### config.mk
export PLATFORM = sky130hd
export DESIGN_NAME = spis_top
export DESIGN_NICKNAME = d
export VERILOG_FILES = /design/src/rtl/spis_pkg.sv /design/src/rtl/spis_sync.sv /design/src/rtl/spis_bitctl.sv /design/src/rtl/spis_txpath.sv /design/src/rtl/spis_rxregs.sv /design/src/rtl/spis_top.sv
export SDC_FILE = /design/constraint.sdc
export NUM_CORES = 1
export LEC_CHECK = 0
export BUFFER_PORTS_ARGS = -buffer_cell sky130_fd_sc_hd__clkbuf_2
export CAP_MARGIN = 20
export CORE_MARGIN = 2
export CORE_UTILIZATION = 56
export CTS_BUF_LIST = sky130_fd_sc_hd__clkbuf_16
export DETAILED_ROUTE_END_ITERATION = 10
export HOLD_SLACK_MARGIN = 0.05
export MAX_ROUTING_LAYER = met4
export PLACE_DENSITY = 0.79
export SLEW_MARGIN = 20
export SYNTH_ARGS = -nofsm -noshare
export SYNTH_HDL_FRONTEND = slang
export SYNTH_HIERARCHICAL = 1
export SYNTH_SLANG_ARGS = --single-unit
export TNS_END_PERCENT = 30
### constraint.sdc
create_clock -name clk_i -period 2.6 [get_ports clk_i]
set_clock_uncertainty 0.1 [all_clocks]
set_input_delay 0.52 -clock clk_i [delete_from_list [all_inputs] [get_ports clk_i]]
set_output_delay 0.52 -clock clk_i [all_outputs]
set_load 0.02 [all_outputs]
### src/rtl/spis_pkg.sv
package spis_pkg;
  typedef enum logic [1:0] {
    MODE_3W = 2'b00,
    MODE_4W = 2'b01
  } spis_mode_e;
endpackage

### src/rtl/spis_sync.sv
module spis_sync #(
  parameter int          W       = 1,
  parameter int          STAGES  = 2,
  parameter logic [W-1:0] RST_VAL = '0
) (
  input  logic         clk_i,
  input  logic         rst_ni,
  input  logic [W-1:0] d_i,
  output logic [W-1:0] q_o
);
  logic [STAGES-1:0][W-1:0] stg_q;

  always_ff @(posedge clk_i or negedge rst_ni) begin
    if (!rst_ni) stg_q <= {STAGES{RST_VAL}};
    else         stg_q <= {stg_q[STAGES-2:0], d_i};
  end

  assign q_o = stg_q[STAGES-1];
endmodule

### src/rtl/spis_bitctl.sv
module spis_bitctl #(
  parameter int W = 8,
  localparam int CNT_W = $clog2(W)
) (
  input  logic         clk_i,
  input  logic         rst_ni,
  input  logic         en_i,
  input  logic         four_wire_i,
  input  logic         sck_s_i,
  input  logic         mosi_s_i,
  input  logic         nss_s_i,
  output logic         active_o,
  output logic         tx_shift_o,
  output logic         mid_byte_o,
  output logic         byte_done_o,
  output logic [W-1:0] byte_o
);
  localparam logic [CNT_W-1:0] LAST = CNT_W'(W - 1);

  logic             sck_q, nss_q;
  logic [CNT_W-1:0] cnt_q;
  logic [W-1:0]     rx_sh_q;
  logic             sck_rise, sck_fall, nss_fall, restart, take_bit;

  assign sck_rise = sck_s_i & ~sck_q;
  assign sck_fall = ~sck_s_i & sck_q;
  assign nss_fall = ~nss_s_i & nss_q;
  assign active_o = en_i & (~four_wire_i | ~nss_s_i);
  assign restart  = ~en_i | (four_wire_i & nss_fall);
  assign take_bit = ~restart & active_o & sck_rise;

  assign mid_byte_o  = (cnt_q != '0);
  assign tx_shift_o  = active_o & sck_fall & mid_byte_o;
  assign byte_done_o = take_bit & (cnt_q == LAST);
  assign byte_o      = {rx_sh_q[W-2:0], mosi_s_i};

  always_ff @(posedge clk_i or negedge rst_ni) begin
    if (!rst_ni) begin
      sck_q   <= 1'b0;
      nss_q   <= 1'b1;
      cnt_q   <= '0;
      rx_sh_q <= '0;
    end else begin
      sck_q <= sck_s_i;
      nss_q <= nss_s_i;
      if (restart) begin
        cnt_q <= '0;
      end else if (take_bit) begin
        rx_sh_q <= {rx_sh_q[W-2:0], mosi_s_i};
        cnt_q   <= (cnt_q == LAST) ? '0 : cnt_q + 1'b1;
      end
    end
  end

  p_cnt_clear_r10: assert property (@(posedge clk_i) disable iff (!rst_ni)
    !en_i |=> (cnt_q == '0));
  p_nss_restart_r8: assert property (@(posedge clk_i) disable iff (!rst_ni)
    (en_i && four_wire_i && nss_fall) |=> (cnt_q == '0));
  p_idle_hold_r8: assert property (@(posedge clk_i) disable iff (!rst_ni)
    (!active_o && en_i && !nss_fall) |=> $stable(cnt_q));
endmodule

### src/rtl/spis_txpath.sv
module spis_txpath #(
  parameter int W = 8
) (
  input  logic         clk_i,
  input  logic         rst_ni,
  input  logic         wr_i,
  input  logic [W-1:0] wr_data_i,
  input  logic         shift_i,
  input  logic         mid_byte_i,
  input  logic         byte_done_i,
  output logic         miso_o
);
  logic [W-1:0] tx_sh_q, hold_q;
  logic         loaded_q, hold_full_q;
  logic         empty;

  assign empty  = ~loaded_q & ~mid_byte_i;
  assign miso_o = tx_sh_q[W-1];

  always_ff @(posedge clk_i or negedge rst_ni) begin
    if (!rst_ni) begin
      tx_sh_q     <= '0;
      hold_q      <= '0;
      loaded_q    <= 1'b0;
      hold_full_q <= 1'b0;
    end else if (byte_done_i) begin
      if (hold_full_q) begin
        tx_sh_q     <= hold_q;
        loaded_q    <= 1'b1;
        hold_full_q <= wr_i;
        if (wr_i) hold_q <= wr_data_i;
      end else if (wr_i) begin
        tx_sh_q  <= wr_data_i;
        loaded_q <= 1'b1;
      end else begin
        tx_sh_q  <= '0;
        loaded_q <= 1'b0;
      end
    end else begin
      if (shift_i) tx_sh_q <= {tx_sh_q[W-2:0], 1'b0};
      if (wr_i) begin
        if (empty) begin
          tx_sh_q  <= wr_data_i;
          loaded_q <= 1'b1;
        end else begin
          hold_q      <= wr_data_i;
          hold_full_q <= 1'b1;
        end
      end
    end
  end

  p_empty_load_r5: assert property (@(posedge clk_i) disable iff (!rst_ni)
    (wr_i && empty && !byte_done_i) |=> (loaded_q && tx_sh_q == $past(wr_data_i)));
  p_hold_moves_r6: assert property (@(posedge clk_i) disable iff (!rst_ni)
    (byte_done_i && hold_full_q) |=> (loaded_q && tx_sh_q == $past(hold_q)));
  p_drain_zero_r7: assert property (@(posedge clk_i) disable iff (!rst_ni)
    (byte_done_i && !hold_full_q && !wr_i) |=> (!loaded_q && !miso_o));
endmodule

### src/rtl/spis_rxregs.sv
module spis_rxregs #(
  parameter int W = 8
) (
  input  logic         clk_i,
  input  logic         rst_ni,
  input  logic         byte_done_i,
  input  logic [W-1:0] byte_i,
  input  logic         clr_i,
  output logic [W-1:0] rd_data_o,
  output logic         done_o,
  output logic         ovr_o
);
  always_ff @(posedge clk_i or negedge rst_ni) begin
    if (!rst_ni) begin
      rd_data_o <= '0;
      done_o    <= 1'b0;
      ovr_o     <= 1'b0;
    end else if (byte_done_i) begin
      rd_data_o <= byte_i;
      done_o    <= 1'b1;
      if (clr_i)       ovr_o <= 1'b0;
      else if (done_o) ovr_o <= 1'b1;
    end else if (clr_i) begin
      done_o <= 1'b0;
      ovr_o  <= 1'b0;
    end
  end

  p_done_set_r2: assert property (@(posedge clk_i) disable iff (!rst_ni)
    byte_done_i |=> (done_o && rd_data_o == $past(byte_i)));
  p_done_hold_r3: assert property (@(posedge clk_i) disable iff (!rst_ni)
    (done_o && !clr_i) |=> done_o);
  p_clr_r3: assert property (@(posedge clk_i) disable iff (!rst_ni)
    (clr_i && !byte_done_i) |=> (!done_o && !ovr_o));
  p_ovr_set_r4: assert property (@(posedge clk_i) disable iff (!rst_ni)
    (byte_done_i && done_o && !clr_i) |=> ovr_o);
endmodule

### src/rtl/spis_top.sv
module spis_top
  import spis_pkg::*;
#(
  parameter int DATA_W      = 8,
  parameter int SYNC_STAGES = 2
) (
  input  logic              clk_i,
  input  logic              rst_ni,
  input  logic              en_i,
  input  logic              cfg_wr_i,
  input  logic [1:0]        cfg_mode_i,
  input  logic              tx_wr_i,
  input  logic [DATA_W-1:0] tx_data_i,
  input  logic              clr_i,
  output logic [DATA_W-1:0] rd_data_o,
  output logic              done_o,
  output logic              ovr_o,
  input  logic              sck_i,
  input  logic              mosi_i,
  input  logic              nss_i,
  output logic              miso_o,
  output logic              miso_oe_o
);
  spis_mode_e        mode_q;
  logic              four_wire;
  logic [2:0]        pins_s;
  logic              active, tx_shift, mid_byte, byte_done;
  logic [DATA_W-1:0] rx_byte;

  always_ff @(posedge clk_i or negedge rst_ni) begin
    if (!rst_ni)       mode_q <= MODE_4W;
    else if (cfg_wr_i) mode_q <= spis_mode_e'(cfg_mode_i);
  end

  assign four_wire = (mode_q != MODE_3W);

  // bit order: {nss, mosi, sck}; nss idles high
  spis_sync #(.W(3), .STAGES(SYNC_STAGES), .RST_VAL(3'b100)) u_sync (
    .clk_i  (clk_i),
    .rst_ni (rst_ni),
    .d_i    ({nss_i, mosi_i, sck_i}),
    .q_o    (pins_s)
  );

  spis_bitctl #(.W(DATA_W)) u_bitctl (
    .clk_i       (clk_i),
    .rst_ni      (rst_ni),
    .en_i        (en_i),
    .four_wire_i (four_wire),
    .sck_s_i     (pins_s[0]),
    .mosi_s_i    (pins_s[1]),
    .nss_s_i     (pins_s[2]),
    .active_o    (active),
    .tx_shift_o  (tx_shift),
    .mid_byte_o  (mid_byte),
    .byte_done_o (byte_done),
    .byte_o      (rx_byte)
  );

  spis_txpath #(.W(DATA_W)) u_tx (
    .clk_i       (clk_i),
    .rst_ni      (rst_ni),
    .wr_i        (tx_wr_i),
    .wr_data_i   (tx_data_i),
    .shift_i     (tx_shift),
    .mid_byte_i  (mid_byte),
    .byte_done_i (byte_done),
    .miso_o      (miso_o)
  );

  spis_rxregs #(.W(DATA_W)) u_rx (
    .clk_i       (clk_i),
    .rst_ni      (rst_ni),
    .byte_done_i (byte_done),
    .byte_i      (rx_byte),
    .clr_i       (clr_i),
    .rd_data_o   (rd_data_o),
    .done_o      (done_o),
    .ovr_o       (ovr_o)
  );

  assign miso_oe_o = active;

  p_oe_nss_r8: assert property (@(posedge clk_i) disable iff (!rst_ni)
    (four_wire && pins_s[2]) |-> !miso_oe_o);
  p_oe_3w_r9: assert property (@(posedge clk_i) disable iff (!rst_ni)
    (!four_wire && en_i) |-> miso_oe_o);
  p_quiet_off_r10: assert property (@(posedge clk_i) disable iff (!rst_ni)
    !en_i |=> ($stable(rd_data_o) && !ovr_o || $past(ovr_o)));
endmodule

==> flow_metrics.tcl, run 1 <==
set metrics [dict create \
    status "complete, no violations" \
    p_seq_share_pct 49.0 \
    wire_per_inst_um 16.77 \
    irDropWorstVdd_v 0.0004920 \
    grt_pass1_wl_um 6734 \
    swShare_pct 22.80 \
    drc 0 \
    yosysUniqueCellTypes 34 \
    cellLeakagePower_nw 1.157 \
    setup_slack_ns 0.3521 \
    clockBufferDepth 2 \
    routabilityCongestion 0.7936 \
    p_sw_mw 0.4211 \
    yosys_warnings 6 \
    diodes 0 \
    cts_tree "built" \
    max_cap_violations 0 \
    grt.overflow.total 0 \
    max_stage_delay_ns 0.68 \
    worstPathMaxFanout 7 \
    holdWs_ns 0.1728 \
    ys_seq_elements 48 \
    synth_compound_area_share_pct 13.38 \
    synth_fa_ha_area_share_pct 1.722 \
    die_x_um 66.39 \
    worstSetupStartpoint "mode_q[0]" \
    place_area_um2 2330 \
    portBuffers 30 \
    slew_headroom_pct 53.38 \
    fp-row-count 22 \
    yosys-top-cells-area "dfrtp_1, mux2_4, mux2_2" \
    fillers 266 \
    reg2reg_to "u_tx/tx_sh_q[2]" \
    fin_cells 239 \
    cts_hold_buffers 0 \
    crit_chain "or2_2, o21ai_1, and3_4, and2_2, or4b_1, nor2_1, a211oi_1" \
    reg2reg_depth 7 \
    crit_buf_inv 0 \
    worst_slew_pin_slew_ns 0.6993 \
    design.die.area_um2 4407 \
    synth_top_family_by_area "multiplexers" \
    synthTopCellsByCount "dfrtp_1, mux2_4, mux2_2, nor2_1, a22oi_1" \
    nNetsFinal 212 \
    setup-violations-final 0 \
    netlist_area_um2 2180 \
    grt_usage_pct 21.43 \
    intPower_mw 1.426 \
    numCtsBuffers 5 \
    crit_path_top_delay_cell "or4b_1" \
    drtIter0Drc 78 \
    min_path_type "primary input to async pin" \
    period_share_pct 86.46 \
    critPathKind "flop to flop" \
    p_clk_share_pct 38.2 \
    path_delay_family "simple AND/OR/NAND/NOR gates" \
    comb_power_share_pct 12.8 \
    synth-main-ff-cell "dfrtp_1" \
    ios 31 \
    hpwlAfterDp_um 2834 \
    final.min_clock_period_ns 2.248 \
    synth_top_area_share_pct 50.52 \
    cp-end-kind "flop" \
    via_per_inst 5.724 \
    cts_sinks 48 \
    ff2ff_setup_slack_ns 0.35 \
    synth_most_common_cell "dfrtp_1" \
    drive_above_1_share_pct 40.84 \
    synth_top_area_cell "dfrtp_1" \
    synth.area.mux_share_pct 15.33 \
    synth-async-reset-ratio_pct 100.0 \
    coreArea_um2 3689 \
    vias 1368 \
    r2r-start "mode_q[0]" \
    cellPowerDensity_nw_per_um2 740.8 \
    synth_edf_count 0 \
    synthSimpleGateAreaFrac_pct 9.414 \
    die_y_um 66.39 \
    start_kind "flop" \
    postLayoutCellArea_um2 2494 \
    post-place-ws_ns 0.3547 \
    start_util_pct 59.09 \
    required_ns 2.64 \
    clk_pin_slew_ns 0.06 \
    synth_seq_area_share_pct 55.34 \
    post_cts_buffers 0 \
    hold_viol 0 \
    regArea_um2 1206 \
    drt_first_pass_iters 4 \
    cts-root-buf "clkbuf_16" \
    grt_start_max_net_pins 30 \
    multi_input_area_um2 868.3 \
    synthXorXnorAreaFrac_pct 0 \
    grt_setup_unrepaired "false" \
    synth_cells 162 \
    synthToLayoutAreaGrowth_pct 14.41 \
    cts_resized 0 \
    htree_levels 2 \
    grt_pass1_vias 1390 \
    clk_latency_ns 0.28 \
    dp.cells 231 \
    syn-num-nets 184 \
    finalMaxSlewViolations 0 \
    clock.fmax_mhz 444.9 \
    crit_arrival_ns 2.29 \
    avgSynthCellArea_um2 13.45 \
    fin_setup_tns_ns 0 \
    ant_nets 0 \
    routed_wl_um 4008 \
    antenna_found_initial 0 \
]
==> power by group through the flow <==
stage          sequential [mW]  clock, mW  combinational (mW)
2_1_floorplan            0.904          0               0.167
3_3_place_gp             0.910          0               0.223
3_5_place_dp             0.918          0               0.237
4_1_cts                  0.906      0.717               0.239
5_1_grt                  0.920      0.750               0.264
6_report                 0.906      0.705               0.237
==> stage by stage <==
stage	total power [mW]	utilization (%)
6_report	1.847	67.61
5_1_grt	1.933	67.61
4_1_cts	1.862	67.61
3_5_place_dp	1.155	63.16
3_3_place_gp	1.133	63.16
2_1_floorplan	1.071	-
==> kinds of logic after synthesis <==
group / count (synthesis)
buffers and inverters: 17
muxes: 25
and+or+nand+nor: 33
AOI/OAI and AO/OA: 36
adders and majority gates: 3
DFF: 48
==> flip-flops by register name, indices dropped and copies added, names as in the netlist <==
register	cells
u_sync/stg_q	3
u_tx/loaded_q	1
u_sync/q_o	3
mode_q	2
u_bitctl/cnt_q	3
u_tx/hold_full_q	1
u_bitctl/nss_q	1
u_rx/done_o	1
u_rx/ovr_o	1
u_bitctl/sck_q	1
u_tx/tx_sh_q	8
u_bitctl/rx_sh_q	7
u_tx/hold_q	8
u_rx/rd_data_o	8
==> routing by layer <==
| layer | share of wire [%] | vias to the layer above | wire length [um] | global-route usage [%] |
|---|---|---|---|---|
| met5 | 0 | - | 0 | - |
| met1 | 45 | 674 | 1816 | 28.15 |
| met3 | 5.1 | 8 | 206 | 6.133 |
| li1 | - | 643 | - | - |
| met2 | 48 | 43 | 1930 | 32.38 |
| met4 | 1.3 | 0 | 54 | 6.888 |
==> final cells by class <==
cell class,count,area share (%)
Tap cell,48,2.408
Clock buffer,5,5.018
Sequential cell,48,48.37
Multi-Input combinational cell,97,34.82
Inverter,4,0.6021
Timing Repair Buffer,34,7.225
Clock inverter,3,1.555
==> placed cells by master, fill, tap and decap left out, types with 2 or more instances in the layout <==
cell type	n
nand2_1	2
dfrtp_1	44
and2_1	2
nor2_1	11
a2111oi_0	7
a32o_1	3
a21oi_1	3
mux2_4	14
a211oi_1	8
mux2_2	11
dfstp_2	4
a22oi_1	9
clkbuf_2	30
ha_1	3
clkbuf_16	5
nand2b_1	2
buf_4	4
nor2b_1	8
o21ai_0	2
inv_1	5
==> worst max path at each step <==
| stage | to | slack [ns] | depth (start not counted) |
|---|---|---|---|
| global route | u_tx/tx_sh_q[1] | 0.15 | 7 |
| floorplan | u_tx/hold_q[0] | 0.39 | 7 |
| global placement | u_tx/hold_q[0] | 0.44 | 6 |
| detailed placement | u_tx/tx_sh_q[5] | 0.35 | 7 |
| CTS | u_tx/tx_sh_q[5] | 0.33 | 7 |
| finish | u_tx/tx_sh_q[2] | 0.35 | 7 |
No activity file was read; power rests on OpenSTA's default activity.
==> run 2, diff against run 1 <==
ABC_AREA = 1   (was not set)
CAP_MARGIN = not set   (was 20)
CORE_UTILIZATION = 57   (was 56)
PLACE_DENSITY = 0.8   (was 0.79)
==> flow_metrics.tcl, run 2 <==
set metrics [dict create \
    finalMaxSlewViolations 0 \
    cts_resized 0 \
    crit_arrival_ns 2.14 \
    synth_edf_count 0 \
    reg2reg_to "u_tx/hold_q[7]" \
    setup_slack_ns 0.5296 \
    numCtsBuffers 5 \
    cts_hold_buffers 0 \
    design.die.area_um2 4540 \
    coreArea_um2 3943 \
    reg_top3 "u_rx/rd_data_o: 8 flops, u_tx/hold_q: 8 flops, u_tx/tx_sh_q: 8 flops" \
    grt_start_max_net_pins 35 \
    yosys-top-cells-area "dfrtp_1, nand2_1, nand3_1" \
    final_cell_mix "nand2_1, dfrtp_1, nand3_1" \
    fp-row-count 23 \
    drc 0 \
    clk_pin_slew_ns 0.06 \
    irDropWorstVdd_v 0.0004412 \
    antenna_found_initial 0 \
    die_x_um 67.38 \
    synth-async-reset-ratio_pct 100.0 \
    grt.overflow.total 0 \
    htree_levels 2 \
    status "complete, no violations" \
    setup-violations-final 0 \
    die_y_um 67.38 \
    fillers 326 \
    synthToLayoutAreaGrowth_pct 14.10 \
    final_common_cell "nand2_1" \
    clock.fmax_mhz 483.0 \
    wire_per_inst_um 11.72 \
    clockBufferDepth 2 \
    synth_cells 268 \
    fin_setup_tns_ns 0 \
    routabilityCongestion 0.7951 \
    fin_util_pct 66.26 \
    reg2reg_depth 9 \
    cp-end-kind "flop" \
    ios 31 \
    ys_seq_elements 48 \
    start_kind "flop" \
    post-place-ws_ns 0.5279 \
    cts-root-buf "clkbuf_16" \
    critPathKind "flop to flop" \
    grt_pass1_wl_um 6872 \
    required_ns 2.67 \
    clk_latency_ns 0.28 \
    synth_seq_area_share_pct 52.68 \
    final.min_clock_period_ns 2.070 \
    portBuffers 30 \
    max_cap_violations 0 \
    routed_wl_um 4092 \
    cellLeakagePower_nw 1.415 \
    hpwlAfterDp_um 3044 \
    synth-main-ff-cell "dfrtp_1" \
    grt_setup_unrepaired "false" \
    drtIter0Drc 75 \
    period_share_pct 79.63 \
    via_per_inst 5.095 \
    syn-num-nets 290 \
    nNetsFinal 320 \
    synth_top_area_share_pct 48.09 \
    cellPowerDensity_nw_per_um2 711.5 \
    vias 1778 \
    synthTopCellsByCount "nand2_1, dfrtp_1, nand3_1" \
    slew_headroom_pct 45.05 \
    avgSynthCellArea_um2 8.544 \
    synth_top_area_cell "dfrtp_1" \
    worstPathMaxFanout 17 \
    netlist_area_um2 2290 \
    cts_tree "built" \
    grt_pass1_vias 1634 \
    diodes 0 \
    worst_slew_pin_slew_ns 0.8243 \
    post_cts_buffers 0 \
    ant_nets 0 \
    drt_first_pass_iters 4 \
    yosysUniqueCellTypes 26 \
    min_path_type "primary input to async pin" \
    r2r-start "mode_q[1]" \
    drive_above_1_share_pct 22.74 \
    cts_sinks 48 \
    start_util_pct 58.08 \
    hold_viol 0 \
    grt_usage_pct 21.02 \
    synth_most_common_cell "nand2_1" \
    ff2ff_setup_slack_ns 0.53 \
    yosys_warnings 6 \
]
-- run 2: changes by cell type after synthesis, moves of 7 or more --
cell       delta
a2111oi_0     -7
a211oi_1      -8
a22oi_1       -9
inv_1        +18
mux2_2       -11
mux2_4       -14
nand2_1     +103
nand3_1      +37
nor2_1        -7
nor2b_1       -8
o21ai_0       +8
o21ai_2       +8
-- run 2: worst max path at each step --
stage	from	endpoint	slack, ns
6_report	mode_q[1]	u_tx/hold_q[7]	0.53
5_1_grt	mode_q[1]	u_tx/hold_q[4]	0.34
4_1_cts	mode_q[1]	u_tx/hold_q[7]	0.51
3_5_place_dp	mode_q[1]	u_tx/hold_q[7]	0.53
3_3_place_gp	mode_q[1]	u_tx/hold_q[3]	0.62
2_1_floorplan	mode_q[1]	u_tx/hold_q[0]	0.66
-- run 2: critical path, stage by stage (launching register included) --
cell	delay [ns]
dfrtp_1	0.37
or2_1	0.25
nand2_1	0.11
nand4_2	0.25
nor2_2	0.20
inv_1	0.18
nand2_1	0.16
nand2_4	0.16
nand2_1	0.12
o21ai_2	0.06
-- run 2: power by group --
| group | leakage [nW] | internal (mW) | switching, mW | total (mW) |
|---|---|---|---|---|
| clock | 0.0789 | 0.446 | 0.250 | 0.697 |
| sequential | 0.596 | 0.839 | 0.0563 | 0.895 |
| combinational | 0.741 | 0.102 | 0.165 | 0.267 |
| total | 1.42 | 1.39 | 0.472 | 1.86 |
-- run 2: per-stage QoR --
| stage | area [um2] | total power, mW | instances | hold slack [ns] |
|---|---|---|---|---|
| 3_5_place_dp | 2450 | 1.172 | 341 | 0.2356 |
| 4_1_cts | 2613 | 1.879 | 349 | 0.2122 |
| 3_3_place_gp | 2450 | 1.156 | 341 | 0.2328 |
| 2_1_floorplan | 2290 | 1.096 | 268 | 0.1244 |
| 5_1_grt | 2613 | 1.959 | 349 | 0.2095 |
| 6_report | 2613 | 1.859 | 349 | 0.2182 |
-- run 2: area by class of cell --
type / count / area, um2 / area share [%]
Clock buffer: 5 / 125.1 / 4.789
Clock inverter: 3 / 37.54 / 1.437
Inverter: 26 / 107.6 / 4.119
Multi-Input combinational cell: 181 / 878.3 / 33.62
Tap cell: 50 / 62.56 / 2.395
Timing Repair Buffer: 36 / 195.2 / 7.471
Sequential cell: 48 / 1206 / 46.17
-- run 2: cells by family after synthesis --
group,Yosys count,share of synthesized area (%)
adders and majority gates,3,1.640
AOI/OAI and AO/OA,20,6.175
and+or+nand+nor,158,30.44
buffers and inverters,39,9.071
DFF,48,52.68
-- run 2: per-layer routing --
layer  global-route usage, %  wire, um  up-vias
met5                       -         0        -
met4                   9.184       109        0
met3                   5.000       180       10
met2                   34.65      2007       41
met1                   24.56      1794      826
li1                        -         -      901
==> run 3, diff against run 2 <==
CORE_UTILIZATION = 51   (was 57)
PLACE_DENSITY = 0.76   (was 0.8)
clock period = 1.9 ns   (was 2.6 ns; I/O delays follow)
==> flow_metrics.tcl, run 3 (synthesis gave the netlist of run 2 again) <==
set metrics [dict create \
    status "complete, no violations" \
    final_cell_mix "nand2_1, dfrtp_1, nand3_1" \
    portBuffers 30 \
    holdWs_ns 0.07575 \
    fin_setup_tns_ns 0 \
    grt.overflow.total 0 \
    drt_first_pass_iters 4 \
    worst_slew_pin_slew_ns 0.4290 \
    clk_pin_slew_ns 0.06 \
    final.min_clock_period_ns 1.839 \
    wire_per_inst_um 11.03 \
    htree_levels 2 \
    routabilityCongestion 0.7637 \
    slew_headroom_pct 71.40 \
    drc 0 \
    fin_util_pct 61.75 \
    vias 1742 \
    synthToLayoutAreaGrowth_pct 17.43 \
    reg_top3 "u_rx/rd_data_o: 8 flops, u_tx/hold_q: 8 flops, u_tx/tx_sh_q: 8 flops" \
    grt_setup_unrepaired "true" \
    grt_pass1_wl_um 7079 \
    critPathKind "flop to output port" \
    max_cap_violations 0 \
    start_kind "flop" \
    cts_tree "built" \
    nNetsFinal 322 \
    via_per_inst 4.935 \
    clk_latency_ns 0.28 \
    setup-violations-final 0 \
    routed_wl_um 3894 \
    fp-row-count 24 \
    die_y_um 71.01 \
    hold_viol 0 \
    drive_above_1_share_pct 24.92 \
    clockBufferDepth 2 \
    design.die.area_um2 5042 \
    crit_buf_inv 2 \
    cts_sinks 48 \
    final_common_cell "nand2_1" \
    crit_path_top_delay_cell "dfstp_2" \
    max_stage_delay_ns 0.52 \
    worstPathMaxFanout 3 \
    crit_arrival_ns 1.36 \
    post_cts_buffers 0 \
    required_ns 1.42 \
    p_total_mw 2.541 \
    cellLeakagePower_nw 1.434 \
    coreArea_um2 4354 \
    grt_pass1_vias 1645 \
    crit_chain "or2_1, nand2_1, nand2_2, inv_1, buf_4" \
    drtIter0Drc 79 \
    cp-end-kind "output port" \
    clock.fmax_mhz 543.6 \
    min_path_type "primary input to flop" \
    hpwlAfterDp_um 2856 \
    numCtsBuffers 5 \
    cellPowerDensity_nw_per_um2 945.0 \
    irDropWorstVdd_v 0.0004938 \
    finalMaxSlewViolations 0 \
    grt_usage_pct 18.36 \
    fillers 385 \
    grt_start_max_net_pins 33 \
    setup_slack_ns 0.06051 \
    period_share_pct 96.82 \
    diodes 0 \
    post-place-ws_ns 0.06429 \
    cts-root-buf "clkbuf_16" \
    antenna_found_initial 0 \
    ios 31 \
    die_x_um 71.01 \
    path_delay_family "flip-flops" \
    start_util_pct 52.59 \
    ant_nets 0 \
]
## run 3: cell types whose count changed in the layout (fill, tap and decap cells not counted), sizes merged
cell         delta
clkbuf          -1
dlygate4sd3     +1
buf             +2
## run 3: path summary, 6_finish.rpt
| kind | endpoint | cells past startpoint | startpoint | slack (ns) |
|---|---|---|---|---|
| min in group asynchronous | u_rx/rd_data_o[2] | 2 | rst_ni | 0.47 |
| max in group asynchronous | u_tx/tx_sh_q[7] | 3 | rst_ni | 0.72 |
| worst max-delay path | miso_oe_o | 5 | mode_q[0] | 0.06 |
| worst min-delay path | u_sync/stg_q[2] | 1 | nss_i | 0.08 |
| worst max register to register | u_tx/hold_q[6] | 9 | u_bitctl/cnt_q[0] | 0.09 |
| worst min register to register | u_sync/q_o[1] | 0 | u_sync/stg_q[1] | 0.25 |
## run 3: final cells by class
type,instances,area (um2),area share [%]
repair buffers,38,240.2,8.934
clock buffers,5,125.1,4.653
inverters,26,107.6,4.002
clock inverters,3,37.54,1.396
well taps,52,65.06,2.420
multi-input cells,181,907.1,33.74
flip-flops and latches,48,1206,44.86
## run 3: worst register-to-register path, delay by kind of cell (launching register included)
family	cells	cell delay (ns)
compound gates	2	0.25
buf+inv	2	0.23
simple gates	3	0.29
flops	1	0.41
fa+ha+maj	2	0.41
## run 3: metrics by stage
stage	instance area [um2]	cells
after global routing	2689	353
after floorplan	2292	268
after global placement	2485	344
final	2689	353
after CTS	2658	353
after detailed placement	2485	344
## run 3: repair_timing
item / in CTS / in global routing
setup endpoints to repair: 0 / 19
hold buffers: 1 / 0
gates resized for setup: 0 / 10
endpoints found under the hold margin: 12 / 0
## run 3: metal layers
layer	up-vias	part of all wire (%)	wire length [um]	track usage (%)
li1	908	-	-	-
met1	783	45	1750	22.14
met2	47	49	1918	29.80
met3	4	4.7	183	5.128
met4	0	1.1	42	6.289
met5	-	0	0	-
## run 3: report_power, final
group          internal [mW]  switching, mW
clock                  0.611          0.341
sequential              1.15         0.0740
combinational          0.147          0.221
total                   1.91          0.635
